[config.mk]
export PLATFORM = sky130hd
export DESIGN_NAME = pwr_seq_ctrl
export DESIGN_NICKNAME = d
export VERILOG_FILES = /design/src/rtl/pseq_pkg.sv /design/src/rtl/pseq_sync.sv /design/src/rtl/pseq_ready_gen.sv /design/src/rtl/pseq_req_latch.sv /design/src/rtl/pseq_core_io_seq.sv /design/src/rtl/pwr_seq_ctrl.sv
export SDC_FILE = /design/constraint.sdc
export NUM_CORES = 1
export LEC_CHECK = 0
export ABC_AREA = 1
export BUFFER_PORTS_ARGS = -buffer_cell sky130_fd_sc_hd__buf_2
export CORE_UTILIZATION = 53
export DETAILED_ROUTE_END_ITERATION = 12
export HOLD_SLACK_MARGIN = 0.12
export PLACE_DENSITY = 0.82
export SETUP_SLACK_MARGIN = 0.2
export SYNTH_ARGS = -nofsm -noshare
export SYNTH_HDL_FRONTEND = slang
export SYNTH_SLANG_ARGS = --single-unit
[constraint.sdc]
create_clock -name clk -period 1.5 [get_ports clk]
set_input_delay 0.225 -clock clk [delete_from_list [all_inputs] [get_ports clk]]
set_output_delay 0.225 -clock clk [all_outputs]
set_load 0.02 [all_outputs]
[src/rtl/pseq_pkg.sv]
package pseq_pkg;

   typedef enum logic [1:0] {
      SQ_IDLE    = 2'd0,
      SQ_CORE_UP = 2'd1,
      SQ_BOTH_UP = 2'd2,
      SQ_IO_DOWN = 2'd3
   } seq_state_e;

   typedef enum logic {
      MODE_TIMED  = 1'b0,
      MODE_THRESH = 1'b1
   } seq_mode_e;

   typedef struct packed {
      logic drop_primary;
      logic drop_core_io;
   } shut_req_t;

   // bit 1 of the code acts on the primary switch, bit 0 on the core/I/O pair
   function automatic shut_req_t decode_shut(input logic [1:0] code);
      shut_req_t r;
      r.drop_primary = code[1];
      r.drop_core_io = code[0];
      return r;
   endfunction

endpackage

[src/rtl/pseq_sync.sv]
module pseq_sync #(
   parameter int WIDTH  = 1,
   parameter int STAGES = 2
) (
   input  logic             clk,
   input  logic             rst_n,
   input  logic [WIDTH-1:0] din,
   output logic [WIDTH-1:0] dout
);

   localparam int TOTAL = WIDTH * STAGES;

   generate
      if (STAGES < 2) begin : g_bad_stages
         $error("pseq_sync: STAGES must be at least 2");
      end
      if (WIDTH < 1) begin : g_bad_width
         $error("pseq_sync: WIDTH must be at least 1");
      end
   endgenerate

   logic [TOTAL-1:0] chain_q;

   always_ff @(posedge clk or negedge rst_n) begin
      if (!rst_n) begin
         chain_q <= '0;
      end else begin
         chain_q <= {chain_q[TOTAL-WIDTH-1:0], din};
      end
   end

   assign dout = chain_q[TOTAL-1 -: WIDTH];

endmodule

[src/rtl/pseq_ready_gen.sv]
module pseq_ready_gen #(
   parameter int RST_CYCLES = 1000
) (
   input  logic clk,
   input  logic rst_n,
   input  logic prim_ok,
   output logic ready
);

   localparam int RW = $clog2(RST_CYCLES + 1);
   localparam logic [RW-1:0] CNT_DONE = RW'(RST_CYCLES);

   generate
      if (RST_CYCLES < 1) begin : g_bad_rst
         $error("pseq_ready_gen: RST_CYCLES must be at least 1");
      end
   endgenerate

   logic [RW-1:0] good_cnt_q;

   always_ff @(posedge clk or negedge rst_n) begin
      if (!rst_n) begin
         good_cnt_q <= '0;
      end else if (!prim_ok) begin
         good_cnt_q <= '0;
      end else if (good_cnt_q != CNT_DONE) begin
         good_cnt_q <= good_cnt_q + 1'b1;
      end
   end

   // prim_ok gates the count so a failure removes power-good without a clock edge
   assign ready = prim_ok && (good_cnt_q == CNT_DONE);

endmodule

[src/rtl/pseq_req_latch.sv]
module pseq_req_latch
   import pseq_pkg::*;
(
   input  logic      clk,
   input  logic      rst_n,
   input  logic      time_s,
   input  logic      volt_s,
   output logic      req_nxt,
   output seq_mode_e mode_nxt
);

   logic      time_d, volt_d;
   logic      req_q;
   seq_mode_e mode_q;
   logic      time_rise, time_fall, volt_rise, volt_fall;
   logic      stop_edge;

   assign time_rise = time_s & ~time_d;
   assign time_fall = ~time_s & time_d;
   assign volt_rise = volt_s & ~volt_d;
   assign volt_fall = ~volt_s & volt_d;

   // only the pin of the style in force may withdraw the request
   assign stop_edge = (mode_q == MODE_TIMED) ? time_fall : volt_fall;

   always_comb begin
      mode_nxt = mode_q;
      if (time_rise) begin
         mode_nxt = MODE_TIMED;
      end else if (volt_rise) begin
         mode_nxt = MODE_THRESH;
      end
   end

   always_comb begin
      req_nxt = req_q;
      if (time_rise || volt_rise) begin
         req_nxt = 1'b1;
      end else if (stop_edge) begin
         req_nxt = 1'b0;
      end
   end

   always_ff @(posedge clk or negedge rst_n) begin
      if (!rst_n) begin
         time_d <= 1'b0;
         volt_d <= 1'b0;
         req_q  <= 1'b0;
         mode_q <= MODE_TIMED;
      end else begin
         time_d <= time_s;
         volt_d <= volt_s;
         req_q  <= req_nxt;
         mode_q <= mode_nxt;
      end
   end

endmodule

[src/rtl/pseq_core_io_seq.sv]
module pseq_core_io_seq
   import pseq_pkg::*;
#(
   parameter int UP_DELAY   = 200,
   parameter int DOWN_DELAY = 200
) (
   input  logic      clk,
   input  logic      rst_n,
   input  logic      req,
   input  seq_mode_e mode,
   input  logic      above_ref,
   input  logic      ready,
   input  logic      io_ok,
   input  logic      core_ok,
   input  logic      hold_off,
   output logic      l_cmd,
   output logic      m_cmd
);

   localparam int MAXD = (UP_DELAY > DOWN_DELAY) ? UP_DELAY : DOWN_DELAY;
   localparam int CW   = $clog2(MAXD + 1);
   localparam logic [CW-1:0] UP_LAST = CW'(UP_DELAY - 1);
   localparam logic [CW-1:0] DN_LAST = CW'(DOWN_DELAY - 1);

   generate
      if (UP_DELAY < 1) begin : g_bad_up
         $error("pseq_core_io_seq: UP_DELAY must be at least 1");
      end
      if (DOWN_DELAY < 1) begin : g_bad_dn
         $error("pseq_core_io_seq: DOWN_DELAY must be at least 1");
      end
   endgenerate

   seq_state_e st_q, st_d;
   logic [CW-1:0] cnt_q, cnt_d;
   logic start_ok, stop_now, io_release;

   assign start_ok   = req && ready && io_ok && core_ok && !hold_off;
   assign stop_now   = !req || hold_off || !io_ok;
   assign io_release = (mode == MODE_TIMED) ? (cnt_q == UP_LAST) : above_ref;

   always_comb begin
      st_d  = st_q;
      cnt_d = cnt_q;
      if (!ready || !core_ok) begin
         st_d  = SQ_IDLE;
         cnt_d = '0;
      end else begin
         unique case (st_q)
            SQ_IDLE: begin
               if (start_ok) begin
                  st_d  = SQ_CORE_UP;
                  cnt_d = '0;
               end
            end
            SQ_CORE_UP: begin
               if (stop_now) begin
                  st_d  = SQ_IO_DOWN;
                  cnt_d = '0;
               end else if (io_release) begin
                  st_d  = SQ_BOTH_UP;
                  cnt_d = '0;
               end else if (cnt_q != UP_LAST) begin
                  cnt_d = cnt_q + 1'b1;
               end
            end
            SQ_BOTH_UP: begin
               if (stop_now) begin
                  st_d  = SQ_IO_DOWN;
                  cnt_d = '0;
               end
            end
            SQ_IO_DOWN: begin
               if (cnt_q == DN_LAST) begin
                  st_d  = SQ_IDLE;
                  cnt_d = '0;
               end else begin
                  cnt_d = cnt_q + 1'b1;
               end
            end
            default: begin
               st_d  = SQ_IDLE;
               cnt_d = '0;
            end
         endcase
      end
   end

   always_ff @(posedge clk or negedge rst_n) begin
      if (!rst_n) begin
         st_q  <= SQ_IDLE;
         cnt_q <= '0;
      end else begin
         st_q  <= st_d;
         cnt_q <= cnt_d;
      end
   end

   // immediate-off conditions mask the registered state without waiting for an edge
   assign l_cmd = (st_q != SQ_IDLE) && ready && core_ok;
   assign m_cmd = (st_q == SQ_BOTH_UP) && ready && core_ok && io_ok && !hold_off;

endmodule

[src/rtl/pwr_seq_ctrl.sv]
module pwr_seq_ctrl
   import pseq_pkg::*;
#(
   parameter int SYNC_STAGES = 2,
   parameter int RST_CYCLES  = 1000,
   parameter int UP_DELAY    = 200,
   parameter int DOWN_DELAY  = 200
) (
   input  logic       clk,
   input  logic       rst_n,
   input  logic       prim_ok,
   input  logic       io_ok,
   input  logic       core_ok,
   input  logic       gate_h_in,
   input  logic       seq_time_in,
   input  logic       seq_volt_in,
   input  logic       core_above_ref,
   input  logic [1:0] shut_code,
   output logic       ready,
   output logic       en_h,
   output logic       en_m,
   output logic       en_l,
   output logic [2:0] stat
);

   localparam int NSYNC = 3;

   logic [NSYNC-1:0] async_in, sync_out;
   logic      req;
   seq_mode_e mode;
   shut_req_t shut;
   logic      l_cmd, m_cmd, h_cmd;

   assign async_in = {core_above_ref, seq_volt_in, seq_time_in};
   assign shut     = decode_shut(shut_code);

   pseq_sync #(.WIDTH(NSYNC), .STAGES(SYNC_STAGES)) u_sync (
      .clk   (clk),
      .rst_n (rst_n),
      .din   (async_in),
      .dout  (sync_out)
   );

   pseq_ready_gen #(.RST_CYCLES(RST_CYCLES)) u_ready (
      .clk     (clk),
      .rst_n   (rst_n),
      .prim_ok (prim_ok),
      .ready   (ready)
   );

   pseq_req_latch u_req (
      .clk      (clk),
      .rst_n    (rst_n),
      .time_s   (sync_out[0]),
      .volt_s   (sync_out[1]),
      .req_nxt  (req),
      .mode_nxt (mode)
   );

   pseq_core_io_seq #(.UP_DELAY(UP_DELAY), .DOWN_DELAY(DOWN_DELAY)) u_seq (
      .clk       (clk),
      .rst_n     (rst_n),
      .req       (req),
      .mode      (mode),
      .above_ref (sync_out[2]),
      .ready     (ready),
      .io_ok     (io_ok),
      .core_ok   (core_ok),
      .hold_off  (shut.drop_core_io),
      .l_cmd     (l_cmd),
      .m_cmd     (m_cmd)
   );

   assign h_cmd = gate_h_in && prim_ok && !shut.drop_primary;

   assign en_h = h_cmd;
   assign en_m = m_cmd;
   assign en_l = l_cmd;
   assign stat = {h_cmd, m_cmd, l_cmd};

endmodule

# Word-level counts from Yosys, hierarchy flattened
# Cells that the tools add are included.
# op_classes
eq_ne,13
mux,23
bitwise_logic,8
shifts,0
div_mod_pow,0
n_mul,0
n_reduce_logical,27
n_addsub,2
n_lt_le_gt_ge,0
# ops
operator,count
$mux 8,7
$pmux 8 s4,1
$mux 10,2
$logic_and 1x1->1,13
$mux 2,6
$add 10x1->10 const B,1
$eq 10x10->1 const B,1
$ne 10x10->1 const B,1
$ne 3x1->1 const B,3
$add 8x1->8 const B,1
$eq 8x8->1 const B,1
$ne 8x8->1 const B,1
$pmux 2 s4,1
$logic_not 1->1,6
$mux 1,6
$ne 5x1->1 const B,1
$and 1x1->1,4
$eq 2x2->1 const B,2
$logic_or 1x1->1,4
$ne 4x1->1 const B,1
$not 1->1,4
$reduce_and 4->1,1
$reduce_and 3->1,1
$eq 2x1->1 const B,1
3 further kinds,3
# totals
reg_bits,30
inputBits,11
elab_cells,81
output_inout_bits,7
memories,0
mem_bits_ro,0
ram_bits,0
latch_bits,0

# Longest topological paths before layout
# Gate-level depths: netlist of the first run.
# logic_depth
ltp_word,12
ltp_mapped,14
mapped_depth_nobuf,14

# Cells and area by module
# Synthesis of the first run repeated with hierarchy kept, for this count alone.
# hier_totals
cells_unflattened,236
area_unflattened_um2,1881.8
# by_module_without_submodules
module,cells_per_inst,area_each_um2,n_inst
pseq_core_io_seq,124,933.4,1
pseq_ready_gen,81,581.8,1
pseq_sync,9,172.7,1
pseq_req_latch,17,161.4,1
pwr_seq_ctrl,5,32.5,1

# Worst setup path before layout of the first run
# Ideal clock, no wire load.
# synth_timing
path_type,register -> output
start,reg u_ready.good_cnt_q[0]
end,out stat[0]
required_ns,1.275
slack_ns,-0.397
arrival_ns,1.672
path_stages_with_launch,10
path_cell_list,dfrtp_1 > inv_1 > ha_1 > nand2_1 > nor2_2 > nand4_4 > clkinv_2 > nand2_4 > nor2_1 > buf_4
# synth_via
elab_chain_cells,4
# synth_lines
item,line_no,rtl
"start, declared",pseq_ready_gen.sv:19,logic [RW-1:0] good_cnt_q;
"start signal, assigned",pseq_ready_gen.sv:27,good_cnt_q <= good_cnt_q + 1'b1;
$eq 10x10->1,pseq_ready_gen.sv:32,assign ready = prim_ok && (good_cnt_q == CNT_DONE);
$logic_and 1x1->1,pseq_ready_gen.sv:32,
net ready,pwr_seq_ctrl.sv:19,"output logic ready,"
$logic_and 1x1->1 (2 in a row),pseq_core_io_seq.sv:100,assign l_cmd = (st_q != SQ_IDLE) && ready && core_ok;
"end, declared",pwr_seq_ctrl.sv:23,output logic [2:0] stat
# The timed path passes the listed nets, and every way through them passes these cells.

# Worst setup path in the final report of the first run
# layout_timing
start,reg u_ready.good_cnt_q[1]
end,out stat[0]
# layout_via
elab_chain_cells,4
# layout_lines
item,line_no
$eq 10x10->1,pseq_ready_gen.sv:32
$logic_and 1x1->1,pseq_ready_gen.sv:32
$logic_and 1x1->1 (2 in a row),pseq_core_io_seq.sv:100
# Every way passes these cells.

==> impl_metrics.csv, run 1 <==
group,metric,value,unit
floorplanning,floorplan.initialDensity,57.50,%
global_routing,grt.total_usage,26.14,%
timing,clock_skew,0.01327,ns
synthesis,synth_top_area_share,41.41,%
power_and_ir_drop,power_per_cell_area,629.4,nW/um^2
drt,wl,4.655,mm
power_and_ir_drop,pwr-share-comb,12.3,%
clock_tree,tritoncts,"done",
power_and_ir_drop,seq_power_share,54.0,%
floorplanning,floorplan.io_pins,18,
placement,dpl.hpwl,2.735,mm
timing,finalMaxSlewViolations,0,
timing,timing.final.crit_share,127.0,%
run,max-cap-violations,0,
clock_tree,cts.path.max_buffers,2,
power_and_ir_drop,swShare,27.68,%
synthesis,number_of_different_library_cells_in_the_post_synthesis_netlist,28,
drt,first_iter_violations,148,
timing,worst_slack,-0.4046,ns
setup_path,crit_required,1.27,ns
power_and_ir_drop,p_total,0.001569,W
layout,final_nets,301,
floorplanning,dieHeight,60.49,um
drt,drt_drc_violations_left,0,
timing,fmaxAchievable,0.5250,GHz
synthesis,mappedNetlistNets,243,
synthesis,library_cell_with_the_largest_summed_area_after_synthesis,"sky130_fd_sc_hd__dfrtp_1",
drt,routed_wire_length_per_instance,14.24,um
global_routing,grt_max_degree,31,
drt,count_of_antenna_violating_nets_left_after_detailed_routing,0,
setup_path,launch_instance_of_the_worst_register_to_register_path,"u_ready.good_cnt_q[1]",
clock_tree,ctsHtreeMaxLevel,2,
clock_tree,num_clock_sinks,30,
clock_tree,cts-buffers-inserted,5,
layout,postLayoutCellArea,2492,um^2
placement,gpl.final_weighted_congestion,0.8522,
floorplanning,floorplan.rows,20,
layout,n_antenna_cell,0,
synthesis,synth.avg_cell_area,8.094,um^2
layout,fillers,197,
setup_path,worstPathMaxFanout,4,
placement,port_buffers,17,
synthesis,synth-seq-area-share,41.41,%
placement,placement.cell_area,2180,um^2
clock_tree,source_to_sink_clock_delay_at_the_later_pin_of_the_worst_skew_pair,0.34,ns
power_and_ir_drop,cellInternalPower,0.001134,W
synthesis,post_synth_main_area_contributors,"sky130_fd_sc_hd__dfrtp_1 41%, sky130_fd_sc_hd__nand2_1 9.7%, sky130_fd_sc_hd__inv_1 8.1%, sky130_fd_sc_hd__nand3_1 7.5%, sky130_fd_sc_hd__ha_1 5.5%",
global_routing,via_count_of_the_first_global_routing_pass,1586,
power_and_ir_drop,power.static_leakage,1.308,nW
power_and_ir_drop,power_frac_clock,33.7,%
layout,syn_to_final_growth,37.47,%
synthesis,syn_inst,224,
timing,hold_violations,0,
power_and_ir_drop,vdd.ir_drop.worst,528.1,uV
setup_path,worstSetupStartpointType,"flip-flop",
synthesis,seq_cells_post_synth,30,
drt,via_count,1674,
synthesis,area_of_the_mapped_netlist,1813,um^2
status,run_status,"finished, violations left",
setup_path,crit_path_end_kind,"primary output",
floorplanning,die_w,60.49,um
setup_path,worst-setup-path-type,"flip-flop to primary output",
global_routing,grt_antenna_before_repair,0,
clock_tree,cts_root_buf,"sky130_fd_sc_hd__clkbuf_4",
hold_path,min_from,"prim_ok",
floorplanning,fp.dieArea,3658,um^2
power_and_ir_drop,net-switching-power,0.0004342,W
timing,worst-slew-pin-transition,0.6704,ns
timing,grt_setup_unrepaired,"true",
global_routing,grt_remaining_overflow,0,
timing,timing.slew.headroom,55.31,%
setup_path,worst-endpoint-arrival,1.68,ns
floorplanning,design.core.area,3153,um^2
layout,layout-drive-gt1-share,40.99,%
status,violations,"negative setup slack",
hold_path,worst_hold_path_type,"input port to flip-flop",
clock_tree,clk_pin_slew,0.11,ns
drt,router_iterations_before_antenna_repair,4,
timing,finalSetupViolCount,17,
timing,hold_slack,0.1996,ns
drt,via_per_inst,5.119,
synthesis,syn_warnings,0,
global_routing,grt_first_pass_wirelength,6.858,mm
setup_path,worst_setup_path_startpoint,"u_ready.good_cnt_q[1]",
timing,timing.final.crit_period,1.905,ns
## cell usage after synthesis
cell,n
sky130_fd_sc_hd__a21boi_4,1
sky130_fd_sc_hd__buf_4,3
sky130_fd_sc_hd__clkinv_2,2
sky130_fd_sc_hd__nand3_2,2
sky130_fd_sc_hd__nor2_4,4
sky130_fd_sc_hd__and3_1,1
sky130_fd_sc_hd__a21oi_1,6
sky130_fd_sc_hd__nand4_4,1
sky130_fd_sc_hd__o21ai_0,5
sky130_fd_sc_hd__nor2_1,17
sky130_fd_sc_hd__inv_1,39
sky130_fd_sc_hd__nor3_1,3
sky130_fd_sc_hd__xor2_1,7
sky130_fd_sc_hd__nand2_4,5
sky130_fd_sc_hd__nor2_8,1
sky130_fd_sc_hd__buf_2,1
sky130_fd_sc_hd__a21oi_2,1
sky130_fd_sc_hd__nand2_2,4
sky130_fd_sc_hd__nand4_1,1
sky130_fd_sc_hd__nand2_1,47
sky130_fd_sc_hd__nor3b_1,1
sky130_fd_sc_hd__ha_1,8
sky130_fd_sc_hd__nand3_1,27
sky130_fd_sc_hd__or2_2,1
sky130_fd_sc_hd__dfrtp_1,30
sky130_fd_sc_hd__inv_2,3
sky130_fd_sc_hd__a31oi_1,1
sky130_fd_sc_hd__nor2_2,2
## timing repair
| action | 4_1_cts | 5_1_grt |
|---|---|---|
| setup buffers | 3 | 8 |
| setup endpoints to repair | 21 | 24 |
| hold buffers | 4 | 0 |
| endpoints found under the hold margin | 33 | 0 |
| pin swaps | 9 | 8 |
| resized for setup | 22 | 18 |
## worst paths after layout
kind,end,slack [ns],cells after the start
worst max-delay path,stat[0],-0.40,9
worst min-delay path,u_ready.good_cnt_q[6],0.20,3
worst max register to register,u_seq.cnt_q[5],-0.39,12
worst min register to register,u_sync.chain_q[3],0.36,0
max in group asynchronous,u_seq.cnt_q[4],0.61,2
min in group asynchronous,u_ready.good_cnt_q[0],0.44,2
## registers in the layout, summed over array words and instances, names as in the netlist
name,count
u_ready.good_cnt_q,10
u_seq.cnt_q,8
u_sync.chain_q,6
u_seq.st_q,2
u_req.mode_q,1
u_req.req_q,1
u_req.time_d,1
u_req.volt_d,1
## routing by layer
metal	track usage, %	routed length [um]	vias up
met5	0	0	-
met2	45.84	2382	49
met3	5.970	176	18
met4	16.56	159	0
li1	-	-	804
met1	28.44	1937	803
## critical path, cell delays in order (launching register included)
cell and delay (ns):
sky130_fd_sc_hd__dfrtp_1 0.42, sky130_fd_sc_hd__inv_2 0.09, sky130_fd_sc_hd__ha_4 0.14, sky130_fd_sc_hd__nand2_4 0.05
sky130_fd_sc_hd__nor2_4 0.11, sky130_fd_sc_hd__nand4_4 0.11, sky130_fd_sc_hd__clkinv_4 0.09, sky130_fd_sc_hd__nand2_8 0.06
sky130_fd_sc_hd__nor2_4 0.14, sky130_fd_sc_hd__buf_6 0.13
## power by group through the flow
stage               sequential, W  combinational (W)  clock (W)
floorplan                0.000860          0.0000782          0
global placement         0.000861           0.000132          0
detailed placement       0.000862           0.000139          0
CTS                      0.000847           0.000167   0.000539
global route             0.000849           0.000208   0.000572
finish                   0.000847           0.000193   0.000529
## layout make-up
| cell class | count | area [um^2] | share of cell area, % |
|---|---|---|---|
| clock buffers | 6 | 51.30 | 2.058 |
| clock inverters | 2 | 12.51 | 0.5020 |
| multi-input cells | 146 | 1020 | 40.91 |
| repair buffers | 55 | 431.7 | 17.32 |
| inverters | 44 | 171.4 | 6.877 |
| well taps | 44 | 55.05 | 2.209 |
| flip-flops and latches | 30 | 750.7 | 30.12 |
## cell families after synthesis
family                   synth area share [%]
XOR/XNOR                                3.382
adder cells (fa/ha/maj)                 5.521
buffers and inverters                   10.77
AND/OR/NAND/NOR                         34.02
AO/OA/AOI/OAI                           4.900
flip-flops                              41.41
## per-stage QoR
stage	TNS, ns	setup WS, ns	utilization (%)	instances
final	-5.380	-0.4046	79.05	327
after global placement	-0.5200	-0.06521	69.13	304
after floorplan	-0.3288	-0.1471	-	224
after global routing	-6.984	-0.4797	79.05	327
after CTS	-3.384	-0.3973	75.24	319
after detailed placement	-1.463	-0.1299	69.13	304
## cells in the final DEF (no fill, tap or decap), types with 3 or more instances in the layout
| master | count |
|---|---|
| sky130_fd_sc_hd__nand2_1 | 37 |
| sky130_fd_sc_hd__nand2_2 | 13 |
| sky130_fd_sc_hd__buf_6 | 7 |
| sky130_fd_sc_hd__nand3_1 | 21 |
| sky130_fd_sc_hd__o21ai_0 | 3 |
| sky130_fd_sc_hd__xor2_1 | 7 |
| sky130_fd_sc_hd__nor2_2 | 3 |
| sky130_fd_sc_hd__nor2_1 | 12 |
| sky130_fd_sc_hd__nor3_1 | 3 |
| sky130_fd_sc_hd__a21oi_1 | 5 |
| sky130_fd_sc_hd__inv_1 | 37 |
| sky130_fd_sc_hd__nor2_4 | 8 |
| sky130_fd_sc_hd__dfrtp_1 | 30 |
| sky130_fd_sc_hd__nand2_4 | 3 |
| sky130_fd_sc_hd__inv_2 | 5 |
| sky130_fd_sc_hd__nand2_8 | 3 |
| sky130_fd_sc_hd__buf_4 | 31 |
| sky130_fd_sc_hd__ha_1 | 5 |
| sky130_fd_sc_hd__buf_2 | 12 |
| sky130_fd_sc_hd__clkbuf_4 | 5 |
| sky130_fd_sc_hd__dlygate4sd3_1 | 4 |
| sky130_fd_sc_hd__nand3_2 | 8 |
Power figures use the tool's default switching activity.
==> run 2: changes to the inputs <==
- CORE_UTILIZATION: 53 -> 55
- CTS_BUF_LIST: default -> sky130_fd_sc_hd__clkbuf_2
- PLACE_DENSITY: 0.82 -> 0.84
==> impl_metrics.csv, run 2 (synthesis gave the netlist of run 1 again) <==
group,metric,value,unit
floorplanning,floorplan.io_pins,18,
global_routing,via_count_of_the_first_global_routing_pass,1789,
clock_tree,tritoncts,"done",
floorplanning,dieHeight,59.42,um
timing,clock_skew,0.02975,ns
timing,finalSetupViolCount,21,
floorplanning,floorplan.initialDensity,58.90,%
placement,dpl.hpwl,2.606,mm
timing,timing.final.crit_share,133.2,%
global_routing,grt_antenna_before_repair,0,
timing,timing.slew.headroom,54.17,%
drt,routed_wire_length_per_instance,17.30,um
clock_tree,clk_pin_slew,0.18,ns
global_routing,grt.total_usage,33.87,%
layout,final_core_utilization,85.69,%
drt,count_of_antenna_violating_nets_left_after_detailed_routing,0,
layout,biggest_registers_after_layout,"u_ready.good_cnt_q x10, u_seq.cnt_q x8, u_sync.chain_q x6",
setup_path,worst-endpoint-arrival,1.77,ns
clock_tree,num_clock_sinks,30,
status,violations,"negative setup slack",
setup_path,worst-r2r-setup-slack,-0.47,ns
timing,timing.final.crit_period,1.997,ns
layout,most-common-layout-cells,"36 x sky130_fd_sc_hd__inv_1, 35 x sky130_fd_sc_hd__nand2_1, 30 x sky130_fd_sc_hd__dfrtp_1",
clock_tree,source_to_sink_clock_delay_at_the_later_pin_of_the_worst_skew_pair,0.39,ns
placement,dp_slack,-0.09407,ns
placement,port_buffers,17,
clock_tree,cts.path.max_buffers,2,
setup_path,crit_required,1.27,ns
power_and_ir_drop,power.static_leakage,1.382,nW
power_and_ir_drop,p_total,0.001863,W
setup_path,worst-setup-path-type,"flip-flop to primary output",
status,run_status,"finished, violations left",
timing,setup-tns-final,-6.745,ns
layout,largest-register,"u_ready.good_cnt_q",
clock_tree,cts_root_buf,"sky130_fd_sc_hd__clkbuf_2",
setup_path,worstPathMaxFanout,3,
setup_path,crit_path_end_kind,"primary output",
drt,via_count,1867,
global_routing,grt_first_pass_wirelength,8.493,mm
layout,n_antenna_cell,0,
layout,layout-drive-gt1-share,43.84,%
layout,largest_reg_flops,10,
timing,finalMaxSlewViolations,0,
layout,final_nets,310,
layout,syn_to_final_growth,45.48,%
timing,worst_slack,-0.4974,ns
run,max-cap-violations,0,
drt,wl,5.812,mm
setup_path,worstSetupStartpointType,"flip-flop",
drt,drt_drc_violations_left,0,
power_and_ir_drop,power_per_cell_area,706.2,nW/um^2
clock_tree,ctsHtreeMaxLevel,2,
layout,area_taken_by_multi_input_logic_gates,1041,um^2
drt,via_per_inst,5.557,
timing,fmaxAchievable,0.5007,GHz
layout,fillers,146,
hold_path,worst_hold_path_type,"input port to flip-flop",
timing,grt_setup_unrepaired,"true",
floorplanning,die_w,59.42,um
timing,hold_violations,0,
floorplanning,design.core.area,3078,um^2
power_and_ir_drop,vdd.ir_drop.worst,748.7,uV
floorplanning,floorplan.rows,20,
layout,final-seq-area,750.7,um^2
clock_tree,cts-buffers-inserted,5,
drt,first_iter_violations,183,
timing,worst-slew-pin-transition,0.6874,ns
global_routing,grt_remaining_overflow,0,
layout,leading_cell_type_in_the_layout_fill_and_taps_excluded,"sky130_fd_sc_hd__inv_1",
floorplanning,fp.dieArea,3530,um^2
global_routing,grt_max_degree,31,
placement,gpl.final_weighted_congestion,0.8423,
drt,router_iterations_before_antenna_repair,7,
[run 2: changes by cell type in the layout (fill, tap and decap cells not counted), moves of 2 or more]
cell,before,now
sky130_fd_sc_hd__buf_6,7,17
sky130_fd_sc_hd__clkbuf_2,0,5
sky130_fd_sc_hd__clkbuf_4,5,0
sky130_fd_sc_hd__buf_4,31,29
sky130_fd_sc_hd__bufinv_16,0,2
sky130_fd_sc_hd__clkinv_2,2,0
sky130_fd_sc_hd__nand2_1,37,35
sky130_fd_sc_hd__nand2_2,13,15
sky130_fd_sc_hd__nand2_4,3,5
sky130_fd_sc_hd__nor2_1,12,10
[run 2: area by class of cell]
cell class	count	area share, %
multi-input cells	147	39.47
flip-flops and latches	30	28.46
repair buffers	63	20.07
inverters	44	6.547
clock inverters	3	2.419
well taps	44	2.087
clock buffers	5	0.9488
[run 2: repair_timing]
| action | in CTS | in global routing |
|---|---|---|
| hold buffers | 4 | 0 |
| setup buffers | 15 | 4 |
| endpoints found under the hold margin | 33 | 0 |
| cloned | 1 | 0 |
| gates resized for setup | 29 | 28 |
| setup endpoints to repair | 19 | 24 |
| pin swaps | 15 | 18 |
[run 2: critical path: stages, from the launching register on]
cell and delay [ns]:
sky130_fd_sc_hd__dfrtp_1 0.45, sky130_fd_sc_hd__inv_2 0.10, sky130_fd_sc_hd__ha_4 0.14, sky130_fd_sc_hd__nand2_4 0.05, sky130_fd_sc_hd__nor2_4 0.11, sky130_fd_sc_hd__nand4_4 0.11
sky130_fd_sc_hd__clkinv_4 0.10, sky130_fd_sc_hd__nand2_8 0.06, sky130_fd_sc_hd__nor2_4 0.11, sky130_fd_sc_hd__buf_6 0.13
[run 2: where the power goes]
part | switching, W | internal [W]
Combinational | 0.000142 | 0.000127
Sequential | 0.0000172 | 0.000833
Clock | 0.000300 | 0.000444
Total | 0.000459 | 0.00140
[run 2: routing by layer]
metal | global-route usage (%) | routed length, um | vias up
met2 | 57.95 | 2929 | 119
met1 | 39.05 | 2132 | 889
met4 | 19.05 | 320 | 0
li1 | - | - | 824
met5 | 0 | 0 | -
met3 | 7.205 | 431 | 35
[run 2: path summary, 6_finish.rpt]
path	startpoint	endpoint	cells after the start
max in group asynchronous	rst_n	u_seq.cnt_q[1]	2
min	prim_ok	u_ready.good_cnt_q[6]	3
min in group asynchronous	rst_n	u_seq.st_q[0]	2
max reg2reg	u_ready.good_cnt_q[1]	u_seq.cnt_q[1]	14
max	u_ready.good_cnt_q[1]	stat[1]	9
min reg2reg	u_sync.chain_q[2]	u_sync.chain_q[5]	0
[run 2: metrics by stage]
stage | instances | hold slack [ns] | instance area [um^2]
CTS | 332 | 0.1234 | 2527
global placement | 304 | 0.2941 | 2180
finish | 336 | 0.1704 | 2638
detailed placement | 304 | 0.2950 | 2180
global route | 336 | 0.1788 | 2638
floorplan | 224 | -0.07059 | 1896
